`src/rtl/dma_chain_pkg.sv`:
```
package dma_chain_pkg;
   typedef enum logic [1:0] {ST_IDLE, ST_FETCH, ST_XFER} chain_state_e;

   // control word bit positions
   localparam int unsigned B_EN      = 0;
   localparam int unsigned B_CR      = 1;
   localparam int unsigned B_ENDIAN  = 19;
   localparam int unsigned F_DHI_LSB = 20;
   localparam int unsigned F_CHI_LSB = 24;
   localparam int unsigned B_KEEP0   = 28;
   localparam int unsigned B_IFSEL   = 29;
   localparam int unsigned B_KEEP1   = 30;
   localparam int unsigned B_KEEP2   = 31;
   localparam int unsigned HI_W      = 4;
   localparam int unsigned RSV_W     = 17;

   localparam logic [1:0] RA_CTL = 2'd0;
   localparam logic [1:0] RA_CUR = 2'd1;
   localparam logic [1:0] RA_NXT = 2'd2;
endpackage

```
`src/rtl/dma_ctl_regs.sv`:
```
module dma_ctl_regs
   import dma_chain_pkg::*;
(
   input  logic            clk,
   input  logic            rst_n,
   input  logic            strap,
   input  logic            wr,
   input  logic [31:0]     wdata,
   input  logic            cr_clr,
   output logic [31:0]     word,
   output logic            en,
   output logic            cr,
   output logic            endian,
   output logic            ifsel,
   output logic [HI_W-1:0] dhi,
   output logic [HI_W-1:0] chi
);
   logic [2:0] keep_q;

   always_ff @(posedge clk) begin
      if (!rst_n) begin
         en     <= 1'b0;
         endian <= 1'b0;
         ifsel  <= strap;
         dhi    <= '0;
         chi    <= '0;
         keep_q <= '0;
      end else if (wr) begin
         en     <= wdata[B_EN];
         endian <= wdata[B_ENDIAN];
         ifsel  <= wdata[B_IFSEL];
         dhi    <= wdata[F_DHI_LSB +: HI_W];
         chi    <= wdata[F_CHI_LSB +: HI_W];
         keep_q <= {wdata[B_KEEP2], wdata[B_KEEP1], wdata[B_KEEP0]};
      end
   end

   // hardware clear takes priority over a same-cycle software write
   always_ff @(posedge clk) begin
      if (!rst_n)      cr <= 1'b0;
      else if (cr_clr) cr <= 1'b0;
      else if (wr)     cr <= wdata[B_CR];
   end

   assign word = {keep_q[2], keep_q[1], ifsel, keep_q[0], chi, dhi, endian,
                  {RSV_W{1'b0}}, cr, en};
endmodule

```
`src/rtl/dma_chain_fsm.sv`:
```
module dma_chain_fsm
   import dma_chain_pkg::*;
#(
   parameter int unsigned LO_W = 32
)(
   input  logic            clk,
   input  logic            rst_n,
   input  logic            en,
   input  logic            cr,
   input  logic            cur_wr,
   input  logic [LO_W-1:0] cur_wdata,
   input  logic            fetch_done,
   input  logic [LO_W-1:0] fetch_next,
   input  logic            xfer_done,
   output logic            fetch_req,
   output logic            xfer_run,
   output logic            active,
   output logic            cr_clr,
   output logic [LO_W-1:0] cur_q,
   output logic [LO_W-1:0] nxt_q
);
   chain_state_e st_q, st_d;
   logic reread_q, reread_d;
   logic [LO_W-1:0] cur_d, nxt_d;
   logic nxt_zero;

   assign nxt_zero = (nxt_q == '0);

   always_comb begin
      st_d     = st_q;
      reread_d = reread_q;
      cur_d    = cur_q;
      nxt_d    = nxt_q;
      cr_clr   = 1'b0;
      unique case (st_q)
         ST_IDLE: begin
            if (cur_wr) cur_d = cur_wdata;
            if (en && cr) begin
               st_d     = ST_FETCH;
               reread_d = 1'b1;
            end
         end
         ST_FETCH: begin
            if (en && fetch_done) begin
               nxt_d  = fetch_next;
               cr_clr = reread_q;
               st_d   = ST_XFER;
            end
         end
         ST_XFER: begin
            if (en && xfer_done) begin
               if (!nxt_zero) begin
                  cur_d    = nxt_q;
                  cr_clr   = 1'b1;
                  reread_d = 1'b0;
                  st_d     = ST_FETCH;
               end else if (cr) begin
                  reread_d = 1'b1;
                  st_d     = ST_FETCH;
               end else begin
                  st_d = ST_IDLE;
               end
            end
         end
         default: st_d = ST_IDLE;
      endcase
   end

   always_ff @(posedge clk) begin
      if (!rst_n) begin
         st_q     <= ST_IDLE;
         reread_q <= 1'b0;
         cur_q    <= '0;
         nxt_q    <= '0;
      end else begin
         st_q     <= st_d;
         reread_q <= reread_d;
         cur_q    <= cur_d;
         nxt_q    <= nxt_d;
      end
   end

   assign fetch_req = en && (st_q == ST_FETCH);
   assign xfer_run  = en && (st_q == ST_XFER);
   assign active    = (st_q != ST_IDLE);
endmodule

```
`src/rtl/dma_chain_ctl.sv`:
```
module dma_chain_ctl
   import dma_chain_pkg::*;
#(
   parameter int unsigned ADDR_LO_W = 32,
   parameter bit          RDATA_REG = 1'b0,
   localparam int unsigned FA_W     = ADDR_LO_W + HI_W
)(
   input  logic                 clk,
   input  logic                 rst_n,
   input  logic                 strap_if_sel,
   input  logic                 reg_wr,
   input  logic [1:0]           reg_addr,
   input  logic [31:0]          reg_wdata,
   output logic [31:0]          reg_rdata,
   output logic                 fetch_req,
   output logic [FA_W-1:0]      fetch_addr,
   input  logic                 fetch_done,
   input  logic [ADDR_LO_W-1:0] fetch_next,
   output logic                 xfer_run,
   input  logic                 xfer_done,
   output logic                 active,
   output logic                 endian_sel,
   output logic                 if_sel,
   output logic [HI_W-1:0]      crc_addr_hi
);
   generate
      if (ADDR_LO_W > 32 || ADDR_LO_W < 8) begin : g_bad_width
         $error("ADDR_LO_W must lie in 8..32");
      end
   endgenerate

   logic [31:0]          ctl_word;
   logic                 en_q, cr_q, cr_clr;
   logic [HI_W-1:0]      dhi;
   logic [ADDR_LO_W-1:0] cur_q, nxt_q;
   logic [31:0]          rd_mux;

   dma_ctl_regs i_regs (
      .clk    (clk),
      .rst_n  (rst_n),
      .strap  (strap_if_sel),
      .wr     (reg_wr && reg_addr == RA_CTL),
      .wdata  (reg_wdata),
      .cr_clr (cr_clr),
      .word   (ctl_word),
      .en     (en_q),
      .cr     (cr_q),
      .endian (endian_sel),
      .ifsel  (if_sel),
      .dhi    (dhi),
      .chi    (crc_addr_hi)
   );

   dma_chain_fsm #(.LO_W(ADDR_LO_W)) i_fsm (
      .clk        (clk),
      .rst_n      (rst_n),
      .en         (en_q),
      .cr         (cr_q),
      .cur_wr     (reg_wr && reg_addr == RA_CUR),
      .cur_wdata  (reg_wdata[ADDR_LO_W-1:0]),
      .fetch_done (fetch_done),
      .fetch_next (fetch_next),
      .xfer_done  (xfer_done),
      .fetch_req  (fetch_req),
      .xfer_run   (xfer_run),
      .active     (active),
      .cr_clr     (cr_clr),
      .cur_q      (cur_q),
      .nxt_q      (nxt_q)
   );

   assign fetch_addr = {dhi, cur_q};

   always_comb begin
      rd_mux = '0;
      unique case (reg_addr)
         RA_CTL:  rd_mux = ctl_word;
         RA_CUR:  rd_mux[ADDR_LO_W-1:0] = cur_q;
         RA_NXT:  rd_mux[ADDR_LO_W-1:0] = nxt_q;
         default: rd_mux = '0;
      endcase
   end

   generate
      if (RDATA_REG) begin : g_rd_flop
         logic [31:0] rd_q;
         always_ff @(posedge clk) begin
            if (!rst_n) rd_q <= '0;
            else        rd_q <= rd_mux;
         end
         assign reg_rdata = rd_q;
      end else begin : g_rd_comb
         assign reg_rdata = rd_mux;
      end
   endgenerate
endmodule

```
`config.mk`:
```
export PLATFORM = sky130hd
export DESIGN_NAME = dma_chain_ctl
export DESIGN_NICKNAME = d
export VERILOG_FILES = /design/src/rtl/dma_chain_pkg.sv /design/src/rtl/dma_ctl_regs.sv /design/src/rtl/dma_chain_fsm.sv /design/src/rtl/dma_chain_ctl.sv
export SDC_FILE = /design/constraint.sdc
export NUM_CORES = 1
export LEC_CHECK = 0
export CORE_MARGIN = 3
export CORE_UTILIZATION = 45
export DETAILED_ROUTE_END_ITERATION = 10
export PLACE_DENSITY = 0.76
export SYNTH_ARGS = -nofsm -noshare
export SYNTH_HDL_FRONTEND = slang
export SYNTH_HIERARCHICAL = 1
export SYNTH_SLANG_ARGS = --single-unit
```
`constraint.sdc`:
```
create_clock -name clk -period 2.4 [get_ports clk]
set_input_delay 0.24 -clock clk [delete_from_list [all_inputs] [get_ports clk]]
set_output_delay 0.24 -clock clk [all_outputs]
set_load 0.01 [all_outputs]
```
==> flow_summary.yaml, run 1 <==
global_routing:
  grt_use_met2_pct: 41.7
  grt.busiest_layer: "met2"
  grt_pass1_vias: 5870
  met3_usage_pct: 5.23
  grt_max_degree: 65
  grt-ovfl-total: 0
  met1_usage_pct: 33.0
  antenna_found_initial: 0
  grt_pass1_wl_um: 30000
  track_usage_pct: 25.6
synth:
  ys_types: 47
  synth_cells: 689
  synth-main-ff-cell: "dfxtp_1"
  synthMuxAreaShare_pct: 14.0
  synth_edf_count: 1
  synthesis.area_mm2: 0.00581
  synth_compound_area_share_pct: 24.2
  async_reset_ff_share_pct: 0
  seq_area_frac_synth_pct: 28.4
  synthXorXnorAreaFrac_pct: 0
  syn_avg_cell_area_um2: 8.43
  ys_warn_count: 6
  synth_top_family_by_area: "compound AO/OA/AOI/OAI gates"
  synth-simple-area-share_pct: 19.7
  synth_adder_area_share_pct: 0.862
  ys_seq_elements: 82
placed_design:
  pre_cts_slack_ns: 0.118
  gp_congestion: 0.850
  dp_cells: 946
  io_buffers: 148
  dp_hpwl_um: 13100
worst_setup_path:
  worst_ep_arrival_time_ns: 2.08
  r2r_slack_ns: 0.14
  r2r_end: "i_fsm/cur_q[16]"
  path_class: "reg -> out"
  path_max_fanout: 12
  rr_worst_depth: 7
  rr_startpoint: "i_fsm/st_q[0]"
  cp_data_required_time_ns: 2.16
  cp-end-kind: "output pin"
  start_kind: "flip-flop"
worst_hold_path:
  hp-class: "in -> reg"
  holdPathEnd: "i_fsm/nxt_q[29]"
  hp-start: "fetch_next[29]"
  min_path_cells: 3
drt:
  vias_per_cell: 6.12
  routedWlPerCell_um: 19.7
  wl_um: 18900
  drcViolationCount: 0
  first_pass_iters: 5
  num_vias: 5890
  dr.first_iter.drc_count: 602
  ant_nets: 0
floorplanning:
  num_rows: 40
  core_area_mm2: 0.0123
  initial_core_util_pct: 47.2
  pin_count: 149
  dieArea_mm2: 0.0143
  die_w_um: 120
  die_h_um: 120
run_status:
  status: "completed"
timing:
  slew_headroom_pct: 26.8
  finalSetupTns_ns: 0
  clock_skew_ns: 0.00684
  fmax_mhz: 432
  timing.final.crit_share_pct: 96.5
  setup_slack_ns: 0.0833
  min_period_ns: 2.32
  setup_violations: 0
  tightest_slew_ns: 1.07
  finalHoldViolations: 0
  rsz0062_at_grt: "false"
  drv_slew: 0
  whs_ns: 0.449
power:
  p_leak_uw: 0.00238
  ir_drop_mv: 0.271
  pwr_density_cell_mw_per_mm2: 453
final_layout:
  syn_to_final_growth_pct: 27.9
  nets: 865
  final_cells: 962
  layout-drive-gt1-share_pct: 10.5
  antenna_cells: 0
clocking:
  cts.sinks: 82
  cts_max_level: 3
  tritoncts: "yes"
  clk_pin_slew_ns: 0.06
  root_buffer: "clkbuf_16"
  clk_latency_ns: 0.34
  clockBufferDepth: 2
  cts_resized: 0
  cts_buffers: 9
  hold_buffers: 0
  cts_setup_buffers: 0
job:
  cap_violations: 0
==> cell families after synthesis <==
kind of cell,count (synthesis)
DFF,82
buffers and inverters,110
adders and majority gates,4
other,1
and+or+nand+nor,210
muxes,81
AOI/OAI and AO/OA,201
==> cell type report <==
| type | instances | area [µm²] |
|---|---|---|
| clock buffers | 10 | 239 |
| clock inverters | 6 | 66.3 |
| fillers | 1087 | 4880 |
| inverters | 7 | 26.3 |
| multi-input cells | 513 | 3530 |
| flip-flops and latches | 82 | 1650 |
| well taps | 168 | 210 |
| repair buffers | 176 | 1710 |
==> metrics by stage <==
stage	utilization [%]	power [µW]	instance area (µm²)
detailed placement	57.8	1970	7120
CTS	60.3	3380	7420
floorplan	-	1730	5870
global route	60.3	3480	7430
global placement	57.8	1960	7120
finish	60.3	3370	7430
==> metal layers <==
metal | up-vias | part of all wire [%]
li1 | 2709 | -
met1 | 2816 | 42
met2 | 318 | 47
met3 | 47 | 8.2
met4 | 0 | 2.4
met5 | - | 0
==> registers in the layout, indices dropped and copies added (netlist names) <==
signal,cells
i_fsm/cur_q,32
i_fsm/nxt_q,32
i_regs/chi,4
i_regs/dhi,4
i_regs/keep_q,3
i_fsm/st_q,2
i_fsm/reread_q,1
i_regs/cr,1
i_regs/en,1
i_regs/endian,1
i_regs/ifsel,1
==> how the worst max path moves through the flow <==
stage                      end          start  slack, ns
5_1_grt                 active  i_fsm/st_q[1]      0.008
2_1_floorplan    i_fsm/st_q[1]  i_fsm/st_q[0]       0.72
6_report                active  i_fsm/st_q[1]       0.08
3_5_place_dp    i_fsm/cur_q[2]  i_fsm/st_q[0]       0.12
3_3_place_gp   i_fsm/cur_q[18]         reg_wr       0.20
4_1_cts                 active  i_fsm/st_q[1]       0.02
==> critical path, cell delays in order (launching register included) <==
cell	delay, ns
dfxtp_1	0.42
inv_1	0.10
ha_2	0.22
buf_4	0.18
inv_1	0.22
clkdlybuf4s50_1	0.60
==> power breakdown <==
group / switching (µW) / total [µW] / internal, µW / leakage, µW
clock network: 587 / 1420 / 834 / 0.000141
logic: 235 / 511 / 277 / 0.00158
registers: 40.5 / 1430 / 1390 / 0.000665
==> synthesized netlist by cell type (20+ instances only) <==
cell / count / share of area (%)
o21ai_0: 34 / 2.9
nor3_1: 32 / 2.8
buf_2: 22 / 1.9
a21oi_1: 69 / 5.9
o2bb2ai_2: 20 / 5.2
clkbuf_1: 23 / 1.5
buf_4: 35 / 4.5
nand2b_1: 20 / 2.2
nand3_1: 21 / 1.8
a31oi_1: 32 / 3.4
nand4_1: 34 / 3.7
mux2i_1: 80 / 14
dfxtp_1: 81 / 28
nand2_1: 68 / 4.4
==> cell usage in the layout (no fill, tap or decap), types with 3 or more instances in the layout <==
cell type        count
clkdlybuf4s50_1    146
dfxtp_1             81
mux2i_1             79
a21oi_1             69
nand2_1             68
nand4_1             34
o21ai_0             34
nor3_1              32
a31oi_1             32
buf_4               26
nand3_1             21
o2bb2ai_2           20
nand2b_1            20
conb_1              17
a22oi_1             14
a2bb2oi_1           14
nor2b_1             13
o2bb2ai_1           12
clkbuf_16            9
nor4_2               7
inv_1                6
clkinvlp_4           3
Note: power is estimated with default switching activity, not from simulation.
==> inputs of run 2 (changes only) <==
CELL_PAD_IN_SITES_DETAIL_PLACEMENT = 0   (was unset)
CELL_PAD_IN_SITES_GLOBAL_PLACEMENT = 1   (was unset)
CORE_UTILIZATION = 37   (was 45)
PLACE_DENSITY = 0.84   (was 0.76)
==> flow_summary.yaml, run 2 (same netlist as run 1, synthesis figures left out) <==
placed_design:
  dp_cells: 994
  gp_congestion: 0.801
  placed_cell_area_mm2: 0.00720
  io_buffers: 148
  dp_hpwl_um: 13300
clocking:
  cts_buffers: 9
  cts_setup_buffers: 0
  clockBufferDepth: 2
  tritoncts: "yes"
  hold_buffers: 0
  clk_pin_slew_ns: 0.06
  root_buffer: "clkbuf_16"
  cts_resized: 0
  clk_latency_ns: 0.35
  cts_max_level: 3
  cts.sinks: 82
floorplanning:
  pin_count: 149
  die_h_um: 131
  die_w_um: 131
  num_rows: 45
  core_area_mm2: 0.0153
  initial_core_util_pct: 38.0
  dieArea_mm2: 0.0172
job:
  cap_violations: 0
worst_setup_path:
  cp-end-kind: "output pin"
  cp_data_required_time_ns: 2.16
  worst_ep_arrival_time_ns: 2.06
  path_max_fanout: 15
  path_class: "reg -> out"
  start_kind: "flip-flop"
drt:
  dr.first_iter.drc_count: 660
  ant_nets: 0
  routedWlPerCell_um: 19.0
  vias_per_cell: 5.69
  drcViolationCount: 0
  wl_um: 19100
  num_vias: 5740
  first_pass_iters: 5
power:
  pwr_density_cell_mw_per_mm2: 430
  p_leak_uw: 0.00239
  ir_drop_mv: 0.306
timing:
  setup_violations: 0
  timing.final.crit_share_pct: 95.9
  tightest_slew_ns: 1.05
  drv_slew: 0
  rsz0062_at_grt: "false"
  min_period_ns: 2.30
  finalHoldViolations: 0
  slew_headroom_pct: 28.4
  finalSetupTns_ns: 0
  whs_ns: 0.438
  fmax_mhz: 434
  clock_skew_ns: 0.00804
final_layout:
  layout-drive-gt1-share_pct: 10.2
  reg.largest.list: "i_fsm/cur_q (32), i_fsm/nxt_q (32)"
  stdcell_area_mm2: 0.00746
  antenna_cells: 0
  final_common_cell: "clkdlybuf4s50_1"
  syn_to_final_growth_pct: 28.4
  final_cells: 1008
  mostFrequentLayoutCells: "clkdlybuf4s50_1, dfxtp_1, mux2i_1, a21oi_1, nand2_1"
  nets: 870
global_routing:
  grt_pass1_wl_um: 30500
  antenna_found_initial: 0
  grt_pass1_vias: 5633
  grt-ovfl-total: 0
  track_usage_pct: 21.5
  grt_max_degree: 42
run_status:
  status: "completed"
worst_hold_path:
  hp-class: "in -> reg"
run 2: final timing paths:
path              startpoint              end  slack, ns  cells after the start
min reg2reg  i_fsm/nxt_q[20]  i_fsm/nxt_q[20]       0.50                      2
min           fetch_next[23]  i_fsm/nxt_q[23]       0.44                      3
max            i_fsm/st_q[1]           active        0.1                      5
max reg2reg    i_fsm/st_q[0]  i_fsm/cur_q[17]       0.21                      6
run 2: final cells by class:
class                      count  area [µm²]
clock buffer                  14         254
fill                        1457        7800
inverter                       7        26.3
multi-input combinational    513        3520
sequential                    82        1650
tap                          211         264
timing repair buffer         181        1740
run 2: per-layer routing:
layer	vias up	GRT usage [%]	share of wire [%]
met2	269	34.1	46
met1	2732	28.6	45
met5	-	0	0
li1	2712	-	-
met4	0	7.76	1.7
met3	27	5.13	7.4
run 2: worst max-delay path, stage by stage, from the launching register on:
cell,delay (ns)
dfxtp_1,0.42
inv_1,0.10
ha_1,0.27
inv_1,0.15
buf_6,0.20
clkdlybuf4s50_1,0.58
run 2: stage by stage:
step                      worst slack, ns  utilization (%)  total power (µW)
after floorplan                     0.717                -              1730
final                              0.0978             48.9              3210
after detailed placement           0.0901             47.2              1980
after global placement              0.176             47.2              1970
after CTS                          0.0491             48.8              3220
after global routing               0.0283             48.9              3330
run 2: power breakdown:
group,switching (µW),internal [µW],total (µW)
logic,236,280,517
registers,39.6,1390,1430
clock network,536,720,1260
